## config.mk

```make
export PLATFORM = sky130hd
export DESIGN_NAME = serialRxUnit
export DESIGN_NICKNAME = d
export VERILOG_FILES = /design/src/rtl/serialRxPkg.sv /design/src/rtl/serialRxCtrl.sv /design/src/rtl/serialRxDatapath.sv /design/src/rtl/serialRxUnit.sv
export SDC_FILE = /design/constraint.sdc
export NUM_CORES = 1
export LEC_CHECK = 0
export CAP_MARGIN = 20
export CORE_MARGIN = 4
export CORE_UTILIZATION = 40
export DETAILED_ROUTE_END_ITERATION = 7
export DONT_BUFFER_PORTS = 1
export GPL_TIMING_DRIVEN = 0
export REMOVE_ABC_BUFFERS = 1
export SETUP_SLACK_MARGIN = 0.3
export SYNTH_ARGS = -nofsm -noshare
export SYNTH_HDL_FRONTEND = slang
export SYNTH_SLANG_ARGS = --single-unit
```

## constraint.sdc

```tcl
create_clock -name clk -period 4.6 [get_ports clk]
set_input_delay 1.38 -clock clk [delete_from_list [all_inputs] [get_ports clk]]
set_output_delay 1.38 -clock clk [all_outputs]
set_load 0.005 [all_outputs]
```

## src/rtl/serialRxPkg.sv

```systemverilog
package serialRxPkg;

  typedef enum logic [2:0] {
    ST_IDLE,
    ST_START,
    ST_DATA,
    ST_PARITY,
    ST_STOP
  } rxState_t;

  typedef struct packed {
    logic takeData;
    logic takeParity;
    logic finish;
  } rxStrobe_t;

  localparam logic [1:0] PAR_EVEN = 2'b01;
  localparam logic [1:0] PAR_ODD  = 2'b10;

  function automatic logic parityUsed(input logic [1:0] mode);
    return (mode == PAR_EVEN) || (mode == PAR_ODD);
  endfunction

endpackage

```

## src/rtl/serialRxCtrl.sv

```systemverilog
module serialRxCtrl
  import serialRxPkg::*;
#(
  parameter int OVERSAMPLE = 16,
  parameter int DATA_BITS  = 8
) (
  input  logic      clk,
  input  logic      rstN,
  input  logic      armed,
  input  logic      tick,
  input  logic      lineS,
  input  logic      parityOn,
  output rxStrobe_t strobe
);
  localparam int CNT_W = $clog2(OVERSAMPLE);
  localparam int IDX_W = (DATA_BITS > 1) ? $clog2(DATA_BITS) : 1;
  localparam logic [CNT_W-1:0] FULL_LAST = CNT_W'(OVERSAMPLE - 1);
  localparam logic [CNT_W-1:0] HALF_LAST = CNT_W'(OVERSAMPLE / 2 - 1);
  localparam logic [IDX_W-1:0] IDX_LAST  = IDX_W'(DATA_BITS - 1);

  rxState_t         state;
  logic [CNT_W-1:0] tickCnt;
  logic [IDX_W-1:0] bitIdx;
  logic             midFull;
  logic             midHalf;

  assign midFull = (tickCnt == FULL_LAST);
  assign midHalf = (tickCnt == HALF_LAST);

  always_ff @(posedge clk) begin
    if (!rstN || !armed) begin
      state   <= ST_IDLE;
      tickCnt <= '0;
      bitIdx  <= '0;
    end else if (tick) begin
      case (state)
        ST_IDLE: begin
          tickCnt <= '0;
          if (!lineS) state <= ST_START;
        end
        ST_START: begin
          if (midHalf) begin
            tickCnt <= '0;
            bitIdx  <= '0;
            state   <= lineS ? ST_IDLE : ST_DATA;
          end else begin
            tickCnt <= tickCnt + 1'b1;
          end
        end
        ST_DATA: begin
          if (midFull) begin
            tickCnt <= '0;
            if (bitIdx == IDX_LAST) state <= parityOn ? ST_PARITY : ST_STOP;
            else bitIdx <= bitIdx + 1'b1;
          end else begin
            tickCnt <= tickCnt + 1'b1;
          end
        end
        ST_PARITY: begin
          if (midFull) begin
            tickCnt <= '0;
            state   <= ST_STOP;
          end else begin
            tickCnt <= tickCnt + 1'b1;
          end
        end
        ST_STOP: begin
          if (midFull) begin
            tickCnt <= '0;
            state   <= ST_IDLE;
          end else begin
            tickCnt <= tickCnt + 1'b1;
          end
        end
        default: state <= ST_IDLE;
      endcase
    end
  end

  always_comb begin
    strobe = '0;
    if (armed && tick && midFull) begin
      strobe.takeData   = (state == ST_DATA);
      strobe.takeParity = (state == ST_PARITY);
      strobe.finish     = (state == ST_STOP);
    end
  end

endmodule

```

## src/rtl/serialRxDatapath.sv

```systemverilog
module serialRxDatapath
  import serialRxPkg::*;
#(
  parameter int DATA_BITS = 8
) (
  input  logic                 clk,
  input  logic                 rstN,
  input  logic                 lineS,
  input  rxStrobe_t            strobe,
  input  logic [1:0]           parityMode,
  input  logic                 readStrobe,
  input  logic                 clearStrobe,
  output logic [DATA_BITS-1:0] rxData,
  output logic                 rxDone,
  output logic                 errPulse,
  output logic                 bufFull,
  output logic                 overrunFlag,
  output logic                 parityFlag,
  output logic                 framingFlag
);
  logic [DATA_BITS-1:0] shiftReg;
  logic                 parBit;
  logic                 parBad;
  logic                 frameBad;
  logic                 slotFree;

  assign parBad   = parityUsed(parityMode) &&
                    ((^shiftReg) ^ parBit ^ (parityMode == PAR_ODD));
  assign frameBad = !lineS;
  assign slotFree = !bufFull || readStrobe;

  always_ff @(posedge clk) begin
    if (!rstN) begin
      shiftReg <= '0;
      parBit   <= 1'b0;
    end else begin
      if (strobe.takeData)   shiftReg <= {lineS, shiftReg[DATA_BITS-1:1]};
      if (strobe.takeParity) parBit   <= lineS;
    end
  end

  always_ff @(posedge clk) begin
    if (!rstN) begin
      rxData      <= '0;
      rxDone      <= 1'b0;
      errPulse    <= 1'b0;
      bufFull     <= 1'b0;
      overrunFlag <= 1'b0;
      parityFlag  <= 1'b0;
      framingFlag <= 1'b0;
    end else begin
      rxDone   <= 1'b0;
      errPulse <= 1'b0;
      if (readStrobe) bufFull <= 1'b0;
      if (clearStrobe) begin
        overrunFlag <= 1'b0;
        parityFlag  <= 1'b0;
        framingFlag <= 1'b0;
      end
      if (strobe.finish) begin
        if (slotFree) begin
          rxData  <= shiftReg;
          bufFull <= 1'b1;
          rxDone  <= 1'b1;
        end else begin
          overrunFlag <= 1'b1;
        end
        if (parBad)   parityFlag  <= 1'b1;
        if (frameBad) framingFlag <= 1'b1;
        errPulse <= parBad || frameBad || !slotFree;
      end
    end
  end

endmodule

```

## src/rtl/serialRxUnit.sv

```systemverilog
module serialRxUnit
  import serialRxPkg::*;
#(
  parameter int OVERSAMPLE = 16,
  parameter int DATA_BITS  = 8,
  parameter int SYNC_DEPTH = 2
) (
  input  logic                 clk,
  input  logic                 rstN,
  input  logic                 powerOn,
  input  logic                 rxEnable,
  input  logic                 tick16,
  input  logic                 rxLine,
  input  logic [1:0]           parityMode,
  input  logic                 readStrobe,
  input  logic                 clearStrobe,
  output logic [DATA_BITS-1:0] rxData,
  output logic                 rxDone,
  output logic                 errPulse,
  output logic                 bufFull,
  output logic                 overrunFlag,
  output logic                 parityFlag,
  output logic                 framingFlag
);
  logic [SYNC_DEPTH-1:0] syncChain;
  logic                  lineS;
  logic                  powerSeen;
  logic                  armed;
  rxStrobe_t             strobe;

  generate
    if (SYNC_DEPTH == 1) begin : g_sync1
      always_ff @(posedge clk) begin
        if (!rstN) syncChain <= '1;
        else       syncChain <= rxLine;
      end
    end else begin : g_syncN
      always_ff @(posedge clk) begin
        if (!rstN) syncChain <= '1;
        else       syncChain <= {syncChain[SYNC_DEPTH-2:0], rxLine};
      end
    end
  endgenerate

  assign lineS = syncChain[SYNC_DEPTH-1];

  always_ff @(posedge clk) begin
    if (!rstN) powerSeen <= 1'b0;
    else       powerSeen <= powerOn;
  end

  assign armed = powerSeen && powerOn && rxEnable;

  serialRxCtrl #(
    .OVERSAMPLE(OVERSAMPLE),
    .DATA_BITS (DATA_BITS)
  ) u_ctrl (
    .clk     (clk),
    .rstN    (rstN),
    .armed   (armed),
    .tick    (tick16),
    .lineS   (lineS),
    .parityOn(parityUsed(parityMode)),
    .strobe  (strobe)
  );

  serialRxDatapath #(
    .DATA_BITS(DATA_BITS)
  ) u_dp (
    .clk        (clk),
    .rstN       (rstN),
    .lineS      (lineS),
    .strobe     (strobe),
    .parityMode (parityMode),
    .readStrobe (readStrobe),
    .clearStrobe(clearStrobe),
    .rxData     (rxData),
    .rxDone     (rxDone),
    .errPulse   (errPulse),
    .bufFull    (bufFull),
    .overrunFlag(overrunFlag),
    .parityFlag (parityFlag),
    .framingFlag(framingFlag)
  );

endmodule

```

==> run_results.csv <==
group,metric,value,unit
outcome,outcome,"finished, final reports clean",
drt,first_pass_iters,4,
yosys,synth.yosys.warnings,0,
drt,ant_nets,0,
die,fp.dieArea,0.005235,sq mm
setup_path,reg2reg_depth,6,
yosys,post_synth.cell_area_avg,9.152,sq um
pwr,total_leakage_power,0.6275,nW
sta,grt_setup_unrepaired,"no",
place,port_buffers,0,
pwr,power_density,314.9,mW/mm^2
setup_path,timing.setup.critical_path_class,"input pin to register",
place,dp_slack,1.898,ns
setup_path,cp.arrival,2.59,ns
pwr,finalPower,0.0005579,W
drt,average_wire_length_per_cell_after_detail_routing,13.19,microns
cells_and_area,post_route_cells_drive_above_1_share,0.07692,
setup_path,critical_path_required,4.81,ns
sta,setup_tns_after_final_layout,0,ns
clocking,clock_transition_time_at_the_flip_flop_clock_pins_of_the_worst_setup_and_hold_paths,0.07,ns
die,die_h,72.36,microns
clocking,htree_levels,2,
pwr,largest_vdd_supply_drop,0.0001981,V
die,starting_density_of_the_core,0.4141,
global_routing,globalRouteOverflowTotal,0,
yosys,synth.most_common_cell,"sky130_fd_sc_hd__dfxtp_1",
setup_path,setup.worst_path.end,"u_dp.errPulse",
yosys,synth_edf_count,0,
cells_and_area,n_fill_cell,391,
yosys,mapped_cell_area,0.001657,sq mm
sta,finalHoldViolCount,0,
yosys,register_area_share_after_synthesis,0.4350,
yosys,yosysTopAreaCellShare,0.4350,
place,place.detailed.hpwl,2258,microns
yosys,synth.top_cells.by_count,"sky130_fd_sc_hd__dfxtp_1 (36), sky130_fd_sc_hd__nor2_1 (26), sky130_fd_sc_hd__nand2_1 (18)",
global_routing,grt_pass1_wl,5230,microns
sta,finalCriticalPeriod,2.380,ns
yosys,ys_seq_elements,36,
clocking,tritoncts,"built",
drt,drt_iter0_drc,39,
yosys,leading_cell_types_by_total_area_after_synthesis,"sky130_fd_sc_hd__dfxtp_1 (44%), sky130_fd_sc_hd__mux2i_1 (10%), sky130_fd_sc_hd__nor2_1 (5.9%), sky130_fd_sc_hd__nand2_1 (4.1%), sky130_fd_sc_hd__a21oi_1 (3.6%)",
yosys,ys_dominant_reg_cell,"sky130_fd_sc_hd__dfxtp_1",
drt,drt-vias-per-instance,5.216,
clocking,cts_made_buffers,5,
yosys,synth_cell_types,41,
clocking,post_cts_resized,0,
cells_and_area,antenna-diode-count,0,
yosys,post_synth_inst_count,181,
clocking,clockRootBuffer,"sky130_fd_sc_hd__clkbuf_8",
global_routing,grt_util_all_layers,0.1284,
sta,skew,0.003829,ns
die,core_area,0.004000,sq mm
setup_path,start_kind,"input pin",
setup_path,crit_start,"parityMode[0]",
die,die_w,72.36,microns
die,num_rows,23,
sta,layout_setup_ws,2.220,ns
setup_path,r2r_setup_slack,2.59,ns
yosys,synth_area_leader_cell,"sky130_fd_sc_hd__dfxtp_1",
yosys,async_reset_ff_frac,0,
cells_and_area,final_nets,195,
setup_path,worst_setup_path_end_kind,"register",
place,placedInstanceArea,0.001678,sq mm
clocking,cts_buffer_depth,2,
sta,worst_pin_slew,0.6201,ns
global_routing,number_of_global_route_vias_before_repair,1204,
global_routing,grt_max_degree,23,
sta,setup_viol,0,
setup_path,rr_endpoint,"u_dp.rxData[2]",
global_routing,antenna_found_initial,0,
clocking,total_setup_buffers_inserted_after_cts,0,
drt,dr_total_vias,1210,
sta,maximum_clock_rate,0.4201,GHz
setup_path,timing.critical_path.fanout_max,2,
cells_and_area,finalInstanceArea,0.001772,sq mm
run,maxCapViolCount,0,
drt,drcViolationCount,0,
clocking,clock-sinks,36,
drt,finalWirelength,3059,microns
place,finalWeightedCongestion,0.7169,
sta,timing.slew.headroom,0.5861,
clocking,cts-hold-fix-buffers,0,
worst_hold_path,timing.hold.worst.class,"register to register",
die,design.portCount,24,
setup_path,worst_flop_to_flop_path_startpoint,"u_ctrl.tickCnt[0]",
sta,slew_violations,0,
sta,finalCritPeriodShare,0.5174,
cells_and_area,synthToLayoutAreaGrowth,6.949,%
clocking,insertion_delay,0.28,ns
[registers in the layout (all words and copies together) (netlist names), 2 cells and up]
signal and cells:
u_ctrl.bitIdx 3, u_ctrl.tickCnt 4, u_dp.rxData 8, u_dp.shiftReg 8, syncChain 2, u_ctrl.state 3
[layout make-up]
cell class | instances | area (sq um) | area share
tap | 50 | 62.56 | 0.03531
multi-input combinational | 131 | 868.3 | 0.4901
clock inverter | 1 | 7.507 | 0.004237
clock buffer | 7 | 86.33 | 0.04873
inverter | 7 | 26.28 | 0.01483
sequential | 36 | 720.7 | 0.4068
[stage by stage]
stage | cells | hold WS (ns) | util
6_report | 232 | 0.4245 | 0.4429
5_1_grt | 232 | 0.4590 | 0.4429
4_1_cts | 232 | 0.4306 | 0.4429
3_5_place_dp | 224 | 0.4137 | 0.4195
3_3_place_gp | 224 | 0.3953 | 0.4195
2_1_floorplan | 174 | 0.3863 | -
[power breakdown]
part           leakage (nW)  internal [W]  switching [W]
clock network        0.0445      0.000122       0.000111
logic                 0.292    0.00000469     0.00000740
registers             0.291      0.000313    0.000000766
total                 0.627      0.000439       0.000119
[cells by family (layout without fill, tap and decap cells)]
group	Yosys count	in the layout	share of synthesized area
AOI/OAI and AO/OA	27	27	0.1050
xor gates and xnor gates	8	8	0.05060
adders and majority gates	5	5	0.03626
buffers and inverters	14	15	0.04079
DFF	36	36	0.4350
muxes	17	17	0.1027
and+or+nand+nor	74	74	0.2296
[worst max-delay path, stage by stage]
cell,delay (ns)
sky130_fd_sc_hd__inv_1,0.02
sky130_fd_sc_hd__ha_1,0.19
sky130_fd_sc_hd__xnor2_1,0.19
sky130_fd_sc_hd__xnor3_1,0.36
sky130_fd_sc_hd__xnor2_1,0.17
sky130_fd_sc_hd__nand2b_1,0.10
sky130_fd_sc_hd__a31oi_1,0.18
[placed cells by master, fill, tap and decap left out, types with 2 or more instances in the layout]
master                     count
sky130_fd_sc_hd__o21ai_0       5
sky130_fd_sc_hd__mux2i_1      17
sky130_fd_sc_hd__and3_1        2
sky130_fd_sc_hd__nor3_1        3
sky130_fd_sc_hd__nor3b_1       2
sky130_fd_sc_hd__or3_1         4
sky130_fd_sc_hd__dfxtp_1      36
sky130_fd_sc_hd__ha_1          4
sky130_fd_sc_hd__clkbuf_8      6
sky130_fd_sc_hd__a31oi_1       2
sky130_fd_sc_hd__inv_1         7
sky130_fd_sc_hd__xnor2_1       5
sky130_fd_sc_hd__a21oi_1      12
sky130_fd_sc_hd__o211ai_1      2
sky130_fd_sc_hd__nand2_1      18
sky130_fd_sc_hd__and2_1        3
sky130_fd_sc_hd__nand2b_1      4
sky130_fd_sc_hd__nand3_1       3
sky130_fd_sc_hd__xor2_1        2
sky130_fd_sc_hd__nor2_1       26
[worst min path at each step]
stage / start / to / slack [ns] / depth (start not counted)
global placement: syncChain[0] / syncChain[1] / 0.40 / 1
global route: syncChain[0] / syncChain[1] / 0.46 / 1
floorplan: syncChain[0] / syncChain[1] / 0.39 / 1
CTS: syncChain[0] / syncChain[1] / 0.43 / 1
finish: syncChain[0] / syncChain[1] / 0.42 / 1
detailed placement: syncChain[0] / syncChain[1] / 0.41 / 1
[per-layer routing]
layer / part of all wire / track usage / vias up
met5: 0 / 0 / -
met4: 0.019 / 0.05637 / 0
met3: 0.070 / 0.05263 / 7
met2: 0.48 / 0.2184 / 26
met1: 0.43 / 0.1396 / 558
li1: - / - / 619
(Power assumes the default switching activity.)
